--- config.mk ---
export PLATFORM = sky130hd
export DESIGN_NAME = xde_exec_unit
export DESIGN_NICKNAME = d
export VERILOG_FILES = /design/src/rtl/xde_pkg.sv /design/src/rtl/xde_decode.sv /design/src/rtl/xde_accum.sv /design/src/rtl/xde_count.sv /design/src/rtl/xde_exec_unit.sv
export SDC_FILE = /design/constraint.sdc
export NUM_CORES = 1
export LEC_CHECK = 0
export BUFFER_PORTS_ARGS = -buffer_cell sky130_fd_sc_hd__clkbuf_2
export CAP_MARGIN = 40
export CORE_ASPECT_RATIO = 1.75
export CORE_MARGIN = 8
export CORE_UTILIZATION = 55
export CTS_CLUSTER_SIZE = 16
export DETAILED_ROUTE_END_ITERATION = 6
export GPL_TIMING_DRIVEN = 0
export PLACE_DENSITY = 0.81
export SYNTH_ARGS = -nofsm -noshare
export SYNTH_HDL_FRONTEND = slang
export SYNTH_SLANG_ARGS = --single-unit
--- constraint.sdc ---
create_clock -name clk -period 5.29 [get_ports clk]
set_clock_uncertainty 0.15 [all_clocks]
set_input_delay 0.7935 -clock clk [delete_from_list [all_inputs] [get_ports clk]]
set_output_delay 0.7935 -clock clk [all_outputs]
set_load 0.01 [all_outputs]
--- src/rtl/xde_pkg.sv ---
// Shared constants and types for the XOR/copy execution unit.
// Assumes a 32-bit control word with the field positions listed below.
package xde_pkg;
    localparam int CTRL_W  = 32;
    localparam int MODE_LSB = 28;
    localparam int MODE_W  = 4;
    localparam int IRQ_BIT = 27;
    localparam int CNT_LSB = 22;
    localparam int CNT_W   = 4;
    localparam int PEN_BIT = 17;

    localparam logic [MODE_W-1:0] OPC_NOP  = 4'd0;
    localparam logic [MODE_W-1:0] OPC_COPY = 4'd1;
    localparam logic [MODE_W-1:0] OPC_XOR  = 4'd6;

    typedef struct packed {
        logic             finish_now;
        logic             err;
        logic             irq;
        logic [CNT_W-1:0] nsrc;
    } dec_t;

    typedef enum logic {ST_IDLE, ST_RUN} st_e;
endpackage

--- src/rtl/xde_decode.sv ---
// Control-word decoder: classifies the descriptor and gives the number of
// sources to gather. Pure combinational; assumes MAX_SRC fits in CNT_W bits.
module xde_decode
    import xde_pkg::*;
#(
    parameter int MAX_SRC = 8
) (
    input  logic [CTRL_W-1:0] ctrl,
    input  logic              size_zero,
    output dec_t              dec
);
    logic [MODE_W-1:0] mode;
    logic [CNT_W-1:0]  cnt;
    logic              unused_ctrl_bits;

    assign mode = ctrl[MODE_LSB +: MODE_W];
    assign cnt  = ctrl[CNT_LSB +: CNT_W];
    assign unused_ctrl_bits = ^{ctrl[IRQ_BIT-1:CNT_LSB+CNT_W],
                                ctrl[CNT_LSB-1:PEN_BIT+1], ctrl[PEN_BIT-1:0]};

    // Classify operation and validate its parameters.
    always_comb begin
        dec     = '0;
        dec.irq = ctrl[IRQ_BIT];
        case (mode)
            OPC_NOP:  dec.finish_now = 1'b1;
            OPC_COPY: begin
                dec.nsrc       = CNT_W'(1);
                dec.finish_now = size_zero;
            end
            OPC_XOR: begin
                if (cnt == '0 || int'(cnt) > MAX_SRC || !ctrl[PEN_BIT]) begin
                    dec.err        = 1'b1;
                    dec.finish_now = 1'b1;
                end else begin
                    dec.nsrc       = cnt;
                    dec.finish_now = size_zero;
                end
            end
            default: begin
                dec.err        = 1'b1;
                dec.finish_now = 1'b1;
            end
        endcase
    end
endmodule

--- src/rtl/xde_accum.sv ---
// Per-word gatherer: takes one word from each active source in any order,
// XORs them together and flags the word complete on the last one.
// Assumes the owner raises hold in the cycle after word_done.
module xde_accum #(
    parameter int DATA_W  = 32,
    parameter int MAX_SRC = 8,
    parameter int CNT_W   = 4,
    localparam int IDX_W  = $clog2(MAX_SRC)
) (
    input  logic              clk,
    input  logic              rst_n,
    input  logic              clear,
    input  logic              hold,
    input  logic [CNT_W-1:0]  nsrc,
    input  logic              in_valid,
    input  logic [IDX_W-1:0]  in_idx,
    input  logic [DATA_W-1:0] in_data,
    output logic              in_ready,
    output logic              word_done,
    output logic [DATA_W-1:0] word_data
);
    logic [MAX_SRC-1:0] need;
    logic [MAX_SRC-1:0] have;
    logic [MAX_SRC-1:0] have_nx;
    logic [MAX_SRC-1:0] hit;
    logic [DATA_W-1:0]  acc;
    logic               take;

    // One mask bit per source lane that the descriptor activates.
    for (genvar i = 0; i < MAX_SRC; i++) begin : g_need
        assign need[i] = (i < int'(nsrc));
    end

    assign in_ready  = !hold && (int'(in_idx) < int'(nsrc)) && !have[in_idx];
    assign take      = in_valid && in_ready;
    assign word_data = acc ^ in_data;
    assign word_done = take && (have_nx == need);

    // Mark the lane delivered by the current handshake.
    always_comb begin
        hit         = '0;
        hit[in_idx] = take;
        have_nx     = have | hit;
    end

    // Fold accepted words; restart the lane mask once a word completes.
    always_ff @(posedge clk) begin
        if (!rst_n || clear || word_done) begin
            have <= '0;
            acc  <= '0;
        end else if (take) begin
            have <= have_nx;
            acc  <= word_data;
        end
    end

    assert_gap_after_word_R8: assert property (@(posedge clk) disable iff (!rst_n)
        word_done |=> !in_ready);
endmodule

--- src/rtl/xde_count.sv ---
// Word tracker: counts result words left for the descriptor and builds the
// byte-keep mask of the final word. Assumes DATA_W is at least 16.
module xde_count #(
    parameter int DATA_W = 32,
    parameter int SIZE_W = 16,
    localparam int BPW    = DATA_W / 8,
    localparam int OFF_W  = $clog2(BPW),
    localparam int WCNT_W = SIZE_W - OFF_W + 1
) (
    input  logic              clk,
    input  logic              rst_n,
    input  logic              load,
    input  logic [SIZE_W-1:0] size,
    input  logic              step,
    output logic              busy,
    output logic              is_last,
    output logic [BPW-1:0]    keep
);
    logic [WCNT_W-1:0] left;
    logic [OFF_W-1:0]  tail;
    logic              partial;

    // Load the rounded-up word count, then count emitted words down.
    always_ff @(posedge clk) begin
        if (!rst_n) begin
            left <= '0;
            tail <= '0;
        end else if (load) begin
            left <= WCNT_W'(size >> OFF_W) + WCNT_W'(|size[OFF_W-1:0]);
            tail <= size[OFF_W-1:0];
        end else if (step) begin
            left <= left - WCNT_W'(1);
        end
    end

    assign busy    = (left != '0);
    assign is_last = (left == WCNT_W'(1));
    assign partial = is_last && (tail != '0);

    // Keep the low tail bytes of a partial final word, all bytes otherwise.
    for (genvar b = 0; b < BPW; b++) begin : g_keep
        assign keep[b] = !partial || (b < int'(tail));
    end

    assert_no_underflow_R7: assert property (@(posedge clk) disable iff (!rst_n)
        step |-> busy);
endmodule

--- src/rtl/xde_exec_unit.sv ---
// Top of the descriptor execution unit: accepts a descriptor, gathers and
// combines source words, emits masked result words and signals completion.
// Assumes one descriptor at a time; sources follow the word-order contract.
module xde_exec_unit
    import xde_pkg::*;
#(
    parameter int DATA_W  = 32,
    parameter int MAX_SRC = 8,
    parameter int SIZE_W  = 16,
    localparam int KEEP_W = DATA_W / 8,
    localparam int IDX_W  = $clog2(MAX_SRC)
) (
    input  logic              clk,
    input  logic              rst_n,
    input  logic              desc_valid,
    output logic              desc_ready,
    input  logic [CTRL_W-1:0] desc_ctrl,
    input  logic [SIZE_W-1:0] desc_size,
    input  logic              src_valid,
    output logic              src_ready,
    input  logic [IDX_W-1:0]  src_idx,
    input  logic [DATA_W-1:0] src_data,
    output logic              out_valid,
    input  logic              out_ready,
    output logic [DATA_W-1:0] out_data,
    output logic [KEEP_W-1:0] out_keep,
    output logic              out_last,
    output logic              done_pulse,
    output logic              done_irq,
    output logic              done_err
);
    st_e               state;
    dec_t              dec;
    logic [CNT_W-1:0]  nsrc_q;
    logic              irq_q;
    logic              desc_fire;
    logic              out_fire;
    logic              hold;
    logic              word_done;
    logic [DATA_W-1:0] word_data;
    logic [DATA_W-1:0] word_masked;
    logic              words_busy;
    logic              word_last;
    logic [KEEP_W-1:0] word_keep;

    assign desc_ready = (state == ST_IDLE);
    assign desc_fire  = desc_valid && desc_ready;
    assign out_fire   = out_valid && out_ready;
    assign hold       = (state != ST_RUN) || out_valid || !words_busy;

    xde_decode #(.MAX_SRC(MAX_SRC)) u_dec (
        .ctrl(desc_ctrl), .size_zero(desc_size == '0), .dec(dec)
    );

    xde_accum #(.DATA_W(DATA_W), .MAX_SRC(MAX_SRC), .CNT_W(CNT_W)) u_acc (
        .clk(clk), .rst_n(rst_n), .clear(desc_fire), .hold(hold),
        .nsrc(nsrc_q), .in_valid(src_valid), .in_idx(src_idx),
        .in_data(src_data), .in_ready(src_ready), .word_done(word_done),
        .word_data(word_data)
    );

    xde_count #(.DATA_W(DATA_W), .SIZE_W(SIZE_W)) u_cnt (
        .clk(clk), .rst_n(rst_n), .load(desc_fire), .size(desc_size),
        .step(word_done), .busy(words_busy), .is_last(word_last),
        .keep(word_keep)
    );

    // Zero every byte that falls outside the keep mask.
    for (genvar b = 0; b < KEEP_W; b++) begin : g_mask
        assign word_masked[8*b +: 8] = word_data[8*b +: 8] & {8{word_keep[b]}};
    end

    // Sequence the descriptor: start, emit words, report completion.
    always_ff @(posedge clk) begin
        if (!rst_n) begin
            state      <= ST_IDLE;
            nsrc_q     <= '0;
            irq_q      <= 1'b0;
            out_valid  <= 1'b0;
            out_data   <= '0;
            out_keep   <= '0;
            out_last   <= 1'b0;
            done_pulse <= 1'b0;
            done_irq   <= 1'b0;
            done_err   <= 1'b0;
        end else begin
            done_pulse <= 1'b0;
            if (desc_fire) begin
                if (dec.finish_now) begin
                    done_pulse <= 1'b1;
                    done_err   <= dec.err;
                    done_irq   <= dec.irq;
                end else begin
                    state  <= ST_RUN;
                    nsrc_q <= dec.nsrc;
                    irq_q  <= dec.irq;
                end
            end
            if (word_done) begin
                out_valid <= 1'b1;
                out_data  <= word_masked;
                out_keep  <= word_keep;
                out_last  <= word_last;
            end else if (out_fire) begin
                out_valid <= 1'b0;
                if (out_last) begin
                    state      <= ST_IDLE;
                    done_pulse <= 1'b1;
                    done_err   <= 1'b0;
                    done_irq   <= irq_q;
                end
            end
        end
    end

    assert_hold_stable_R8: assert property (@(posedge clk) disable iff (!rst_n)
        out_valid && !out_ready |=> out_valid && $stable(out_data) &&
        $stable(out_keep) && $stable(out_last));
    assert_done_after_last_R9: assert property (@(posedge clk) disable iff (!rst_n)
        out_valid && out_ready && out_last |=> done_pulse && !done_err);
    assert_reject_flags_R3: assert property (@(posedge clk) disable iff (!rst_n)
        desc_fire && dec.err |=> done_pulse && done_err && !out_valid);
    assert_busy_no_desc_R10: assert property (@(posedge clk) disable iff (!rst_n)
        src_ready |-> !desc_ready);
    assert_full_keep_R7: assert property (@(posedge clk) disable iff (!rst_n)
        out_valid && !out_last |-> (&out_keep));
endmodule

==> results of run 1 <==
## cell type report
cell class,count,share of cell area [%]
clock inverter,5,0.593
timing repair buffer,108,8.26
sequential,104,31.8
inverter,10,0.574
buffer,37,2.79
tap,125,2.39
clock buffer,11,3.86
multi-input combinational,508,49.7
## power by group
part | total [mW] | internal, mW | switching, mW
Clock | 0.646 | 0.347 | 0.298
Combinational | 0.195 | 0.0793 | 0.115
Sequential | 0.812 | 0.796 | 0.0155
Total | 1.65 | 1.22 | 0.429
## worst paths after layout
| check | start | endpoint | slack [ps] | depth (start not counted) |
|---|---|---|---|---|
| worst max register to register | u_acc.have[3]$_SDFFE_PP0P_ | u_cnt.left[3]$_SDFFE_PN0P_ | 1730 | 11 |
| worst max-delay path | src_idx[1] | u_cnt.left[3]$_SDFFE_PN0P_ | 1480 | 12 |
| worst min-delay path | out_data[18]$_SDFFE_PN0P_ | out_data[18]$_SDFFE_PN0P_ | 310 | 2 |
| worst min register to register | out_data[18]$_SDFFE_PN0P_ | out_data[18]$_SDFFE_PN0P_ | 310 | 2 |
## per-stage QoR
stage | hold WS, ps | setup WS [ps]
after floorplan | 303 | 1930
after global placement | 292 | 1200
after detailed placement | 295 | 1120
after CTS | 306 | 1500
after global routing | 327 | 1210
final | 305 | 1480
## cells in the mapped netlist, types with 4 or more instances
cell and number:
a21oi_1 13, or3_1 23, ha_1 7, nand3_1 14
a211oi_1 13, nor4_1 5, nor2_1 70, inv_1 10
nand2_1 99, a31oi_1 7, nand4_1 9, dfxtp_1 104
clkbuf_1 22, xor2_1 38, mux2i_1 4, o21ai_0 13
xnor2_1 40, nor3_1 14, a21boi_1 26, o211a_1 12
and3_1 10, buf_2 8, and2_1 10, nor2b_1 12
## tightest hold or removal path: stages (launching register included)
cell and delay (ps):
dfxtp_1 310, nand2_1 50, a21boi_1 50
## flip-flops by register name (all words and copies together), names as in the netlist
| signal | flops |
|---|---|
| out_keep | 4 |
| done_irq | 1 |
| out_last | 1 |
| u_acc.have | 8 |
| u_acc.acc | 32 |
| done_pulse | 1 |
| done_err | 1 |
| out_valid | 1 |
| nsrc_q | 4 |
| out_data | 32 |
| u_cnt.left | 15 |
| irq_q | 1 |
| state | 1 |
| u_cnt.tail | 2 |
## cell families (layout without fill, tap and decap cells)
| kind of cell | after synthesis | count (layout) | synth area share [%] |
|---|---|---|---|
| xor gates and xnor gates | 78 | 78 | 12.3 |
| buffers and inverters | 47 | 171 | 3.97 |
| muxes | 8 | 8 | 1.53 |
| DFF | 104 | 104 | 37.5 |
| AOI/OAI and AO/OA | 122 | 122 | 16.8 |
| and+or+nand+nor | 293 | 293 | 26.3 |
| adders and majority gates | 7 | 7 | 1.58 |
## metal layers
layer | global-route usage (%) | vias up | share of wire (%)
met3 | 5.80 | 51 | 5.1
met1 | 22.3 | 2585 | 37
li1 | - | 2540 | -
met5 | 0 | - | 0
met4 | 13.1 | 0 | 4.4
met2 | 42.6 | 195 | 54
## cells in the final DEF, fill, tap and decap left out, drive strengths merged, types with 10 or more instances in the layout
master	n
nor2	71
and2	11
o211a	12
nand3	15
buf	15
a21oi	13
xnor2	40
inv	11
xor2	38
a21boi	29
nand2	99
dfxtp	104
nor3	15
nor2b	12
or3	23
a211oi	15
and3	10
o21ai	13
clkbuf	141
==> results by group, run 1 <==
Outcome
  – Status: finished, final reports clean

Synth
  – Top FF cell, synth: dfxtp_1
  – Cell variety after synth: 68
  – Synth top area cells: dfxtp_1, nand2_1, xnor2_1, xor2_1, nor2_1
  – Async SR Flop Fraction: 0%
  – Post-synth EDFFs: 0
  – Cell Area, Synth: 5550 um2
  – Yosys Warn Count: 0
  – Post-synth top area cell: dfxtp_1
  – Yosys reg bits: 104
  – Cells after Synth: around 660
  – Post-Syn Nets: 754
  – Post-synthesis sequential area ratio: between 30% and 40%
  – Post-Syn Area per Cell: 8.42 um2
  – Area share of the largest cell type after synthesis: 37.5%

Route
  – Avg WL per Cell: around 17 um
  – Vias after detailed routing: 5,371
  – Final WL: 15,900 um
  – Final ANT Viol Nets: 0
  – Drt drc: 0
  – Iteration-0 DRC Markers: around 350
  – Routed vias/inst: a little under 6
  – DRT Pass-1 Iters: 5

Place
  – DP Area: 6250 um2
  – Dpl hpwl: 12,200 um
  – I/O Buffers: 108
  – GP Congestion: 0.931
  – Placed insts: slightly below 900

STA
  – Worst-Margin Slew: 616 ps
  – Relative max-transition margin: slightly below 60%
  – Final setup fails: 0
  – Final Cycle Share: 72.1%
  – Max frequency: 0.262 GHz
  – Final Critical Period: approximately 3800 ps
  – Slew Limit Fails: 0
  – RSZ-0062 raised after global routing: false
  – Final-report hold violation count: 0
  – Post-route setup TNS: 0 ps

Clocking
  – Resized cells post-CTS: 0
  – H-tree levels: 3
  – CTS tree: yes
  – Postcts setup bufs: 0
  – Number of buffers created by CTS: 9
  – Clock-pin transition on the worst setup and hold timing paths: 70 ps
  – Sink Count: 104
  – CTS root buffer: clkbuf_16
  – # hold bufs at CTS: 0
  – Clk_lat worst skew: 350 ps
  – CTS Buffer Depth: 2

GRT
  – Tot GR Track Use: a little under a quarter
  – Vias in the first global route: 5,520
  – Initial antenna violation count: 0
  – Pin count of the biggest net entering global routing: 18
  – First-pass GRT wire length: 25,600 um
  – Gr ovfl total: 0

Finish
  – Final instance area: 6540 um2
  – Final Util: 66.4%
  – Share of cells above drive strength 1: 19.4%
  – Filler Cell Count: 868
  – Ant. Diodes: 0
  – Register area: 2080 um2
  – Total Nets Final: 873
  – Post-route insts no fill: 908
  – Footprint of the multi-input gates: between 3000 and 4000 um2
  – Area grow syn2layout: 17.8%

Setup path
  – Largest fanout on the critical path: 10
  – Crit path kind: in -> reg
  – Family with the most delay on the worst path: compound AO/OA/AOI/OAI gates
  – Buf/Inv on CP: 4
  – Startpoint types: input pin
  – Worst path slowest cell: a222oi_1
  – Crit-path most repeated cell: buf_4
  – Worst Path Required: 5410 ps
  – Slowest cell delay on critical path: 480 ps
  – Worst Setup End Kind: register
  – Critical-path cell list: clkbuf_2, mux2_1, a222oi_1, o2111ai_1, or2_1, buf_4, o311ai_4, and4bb_1, buf_4, buf_4, nand3_2, a31oi_1
  – Worst Path Arrival: 3930 ps

Floorplan
  – I/O Pins: between 100 and 150
  – Core footprint: 9850 um2
  – Chip height: about 150 um
  – DIE AREA: roughly 14,000 um2
  – # rows: 48
  – DIE WIDTH: ~92 um
  – Initial core utilization: 56.4%

Power and ir drop
  – Pleak: 2.68 nW
  – Power Density: 253 nW/um2
  – Peak supply drop: 0.000229 V
  – Tot Pwr: 1.65 mW

Job
  – Max-Cap Viols: 0

Worst hold path
  – Hold crit path type: reg -> reg
(Power assumes the default switching activity.)
==> inputs of run 2 (changes only) <==
--- a/config.mk
+++ b/config.mk
@@ -9,11 +9,11 @@
 export CAP_MARGIN = 40
 export CORE_ASPECT_RATIO = 1.75
 export CORE_MARGIN = 8
-export CORE_UTILIZATION = 55
+export CORE_UTILIZATION = 49
 export CTS_CLUSTER_SIZE = 16
 export DETAILED_ROUTE_END_ITERATION = 6
 export GPL_TIMING_DRIVEN = 0
-export PLACE_DENSITY = 0.81
+export PLACE_DENSITY = 0.77
 export SYNTH_ARGS = -nofsm -noshare
 export SYNTH_HDL_FRONTEND = slang
 export SYNTH_SLANG_ARGS = --single-unit
==> constraint.sdc (replaced) <==
create_clock -name clk -period 3.1 [get_ports clk]
set_clock_uncertainty 0.15 [all_clocks]
set_input_delay 0.465 -clock clk [delete_from_list [all_inputs] [get_ports clk]]
set_output_delay 0.465 -clock clk [all_outputs]
set_load 0.01 [all_outputs]
==> results by group, run 2 (synthesis gave the netlist of run 1 again) <==
Clocking
  – Clock-pin transition on the worst setup and hold timing paths: 70 ps
  – # hold bufs at CTS: 0
  – Clk_lat worst skew: between 300 and 400 ps
  – H-tree levels: 3
  – CTS tree: yes
  – Sink Count: approximately 100
  – Number of buffers created by CTS: 9
  – CTS root buffer: clkbuf_16
  – CTS Buffer Depth: 2

STA
  – Slew Limit Fails: 0
  – Final Critical Period: 3210 ps
  – Final setup fails: 82
  – Final-report hold violation count: 0
  – RSZ-0062 raised after global routing: true
  – Max frequency: 0.312 GHz
  – Final WS setup: -105 ps
  – Final Cycle Share: 103%
  – Relative max-transition margin: 53.0%
  – Worst-Margin Slew: roughly 700 ps

GRT
  – Initial antenna violation count: 0
  – Tot GR Track Use: a little under a quarter
  – Gr ovfl total: 0
  – First-pass GRT wire length: 27,200 um
  – Pin count of the biggest net entering global routing: 19
  – Vias in the first global route: about 5,700

Setup path
  – Crit path depth: 12
  – Worst Path Arrival: about 3300 ps
  – Worst path slowest cell: or4_4
  – Startpoint types: register
  – Crit path kind: reg -> reg
  – Crit-path most repeated cell: buf_6
  – Critical-path cell list: or4_4, or4_4, nor2_4, or2_1, buf_6, a211oi_4, nand4bb_4, buf_8, buf_6, buf_6, mux2i_1, nor2b_1
  – R2r worst-path depth: 12
  – Worst Setup End Kind: register
  – Largest fanout on the critical path: 7
  – Buf/Inv on CP: 4
  – Worst Path Required: 3190 ps
  – Slowest cell delay on critical path: 550 ps
  – Family with the most delay on the worst path: simple AND/OR/NAND/NOR gates

Route
  – Iteration-0 DRC Markers: 352
  – Vias after detailed routing: 5,346
  – Final ANT Viol Nets: 0
  – Avg WL per Cell: 18.2 um
  – Routed vias/inst: 5.72
  – DRT Pass-1 Iters: 7
  – Final WL: 17,000 um
  – Drt drc: 0

Finish
  – Filler Cell Count: 952
  – Most frequent cells in the layout: clkbuf_2, dfxtp_1, nand2_1, nor2_1, xnor2_1
  – Register area: 2090 um2
  – Share of cells above drive strength 1: 27.8%
  – Final instance area: 7070 um2
  – Top flop regs: out_data: 32 flops, u_acc.acc: 32 flops, u_cnt.left: 15 flops
  – Ant. Diodes: 0
  – Commonest non-fill, non-tap cell in the layout: clkbuf_2
  – Total Nets Final: 892
  – Area grow syn2layout: 27.3%
  – Footprint of the multi-input gates: 3490 um2
  – Final Util: 63.6%

Job
  – Max-Cap Viols: 0

Floorplan
  – Chip height: 157 um
  – # rows: 51
  – DIE AREA: 15,100 um2
  – DIE WIDTH: slightly below 100 um
  – Initial core utilization: roughly half
  – Core footprint: 11,100 um2
  – I/O Pins: roughly 130

Outcome
  – Status: finished, violations left
  – Violated checks: setup timing

Power and ir drop
  – Tot Pwr: 2.85 mW
  – Pleak: 2.88 nW
  – Peak supply drop: 0.000340 V
  – Power Density: 403 nW/um2

Place
  – Setup slack at placement: -714 ps
  – DP Area: 6260 um2
  – GP Congestion: 0.967
  – I/O Buffers: 108
  – Dpl hpwl: 12,500 um

Worst hold path
  – Hold crit path type: in -> reg
  – Hold depth: 3
run 2: area by class of cell:
cell class | count | share of cell area [%]
inverter | 10 | 0.531
sequential | 104 | 29.6
clock inverter | 6 | 0.708
multi-input combinational | 508 | 49.4
buffer | 36 | 3.61
clock buffer | 10 | 3.24
tap | 132 | 2.34
timing repair buffer | 128 | 10.6
run 2: power breakdown:
part           switching (mW)  internal, mW
Clock                   0.527         0.557
Sequential             0.0283          1.36
Combinational           0.221         0.156
run 2: what timing repair did:
| action | 4_1_cts | 5_1_grt |
|---|---|---|
| endpoints found under the hold margin | 0 | 0 |
| gates cloned | 3 | 1 |
| resized for setup | 52 | 55 |
| setup endpoints to repair | 94 | 93 |
| buffers inserted | 13 | 3 |
| pin swaps | 53 | 20 |
run 2: metrics by stage:
step | hold WS [ps] | setup TNS [ps] | instances
6_report | 245 | -3490 | 934
5_1_grt | 263 | -11440 | 934
3_3_place_gp | 290 | -56110 | 899
3_5_place_dp | 298 | -58860 | 899
4_1_cts | 249 | -3490 | 931
2_1_floorplan | 303 | 0 | 659
run 2: layer usage:
layer | part of all wire (%) | track usage [%] | up-vias
li1 | - | - | 2569
met4 | 4.4 | 11.4 | 0
met5 | 0 | 0 | -
met3 | 4.2 | 3.55 | 53
met1 | 36 | 22.0 | 2548
met2 | 55 | 43.2 | 176
run 2: path summary, 6_finish.rpt:
kind | startpoint | slack [ps] | end
worst max-delay path | u_cnt.left[4]$_SDFFE_PN0P_ | -110 | out_data[27]$_SDFFE_PN0P_
worst min register to register | out_data[26]$_SDFFE_PN0P_ | 310 | out_data[26]$_SDFFE_PN0P_
worst min-delay path | desc_size[1] | 240 | u_cnt.tail[1]$_SDFFE_PN0P_
worst max register to register | u_cnt.left[4]$_SDFFE_PN0P_ | -110 | out_data[27]$_SDFFE_PN0P_
run 2: tightest hold or removal path: stages:
cell      delay (ps)
clkbuf_2         100
nand2_1           50
a21boi_0          70
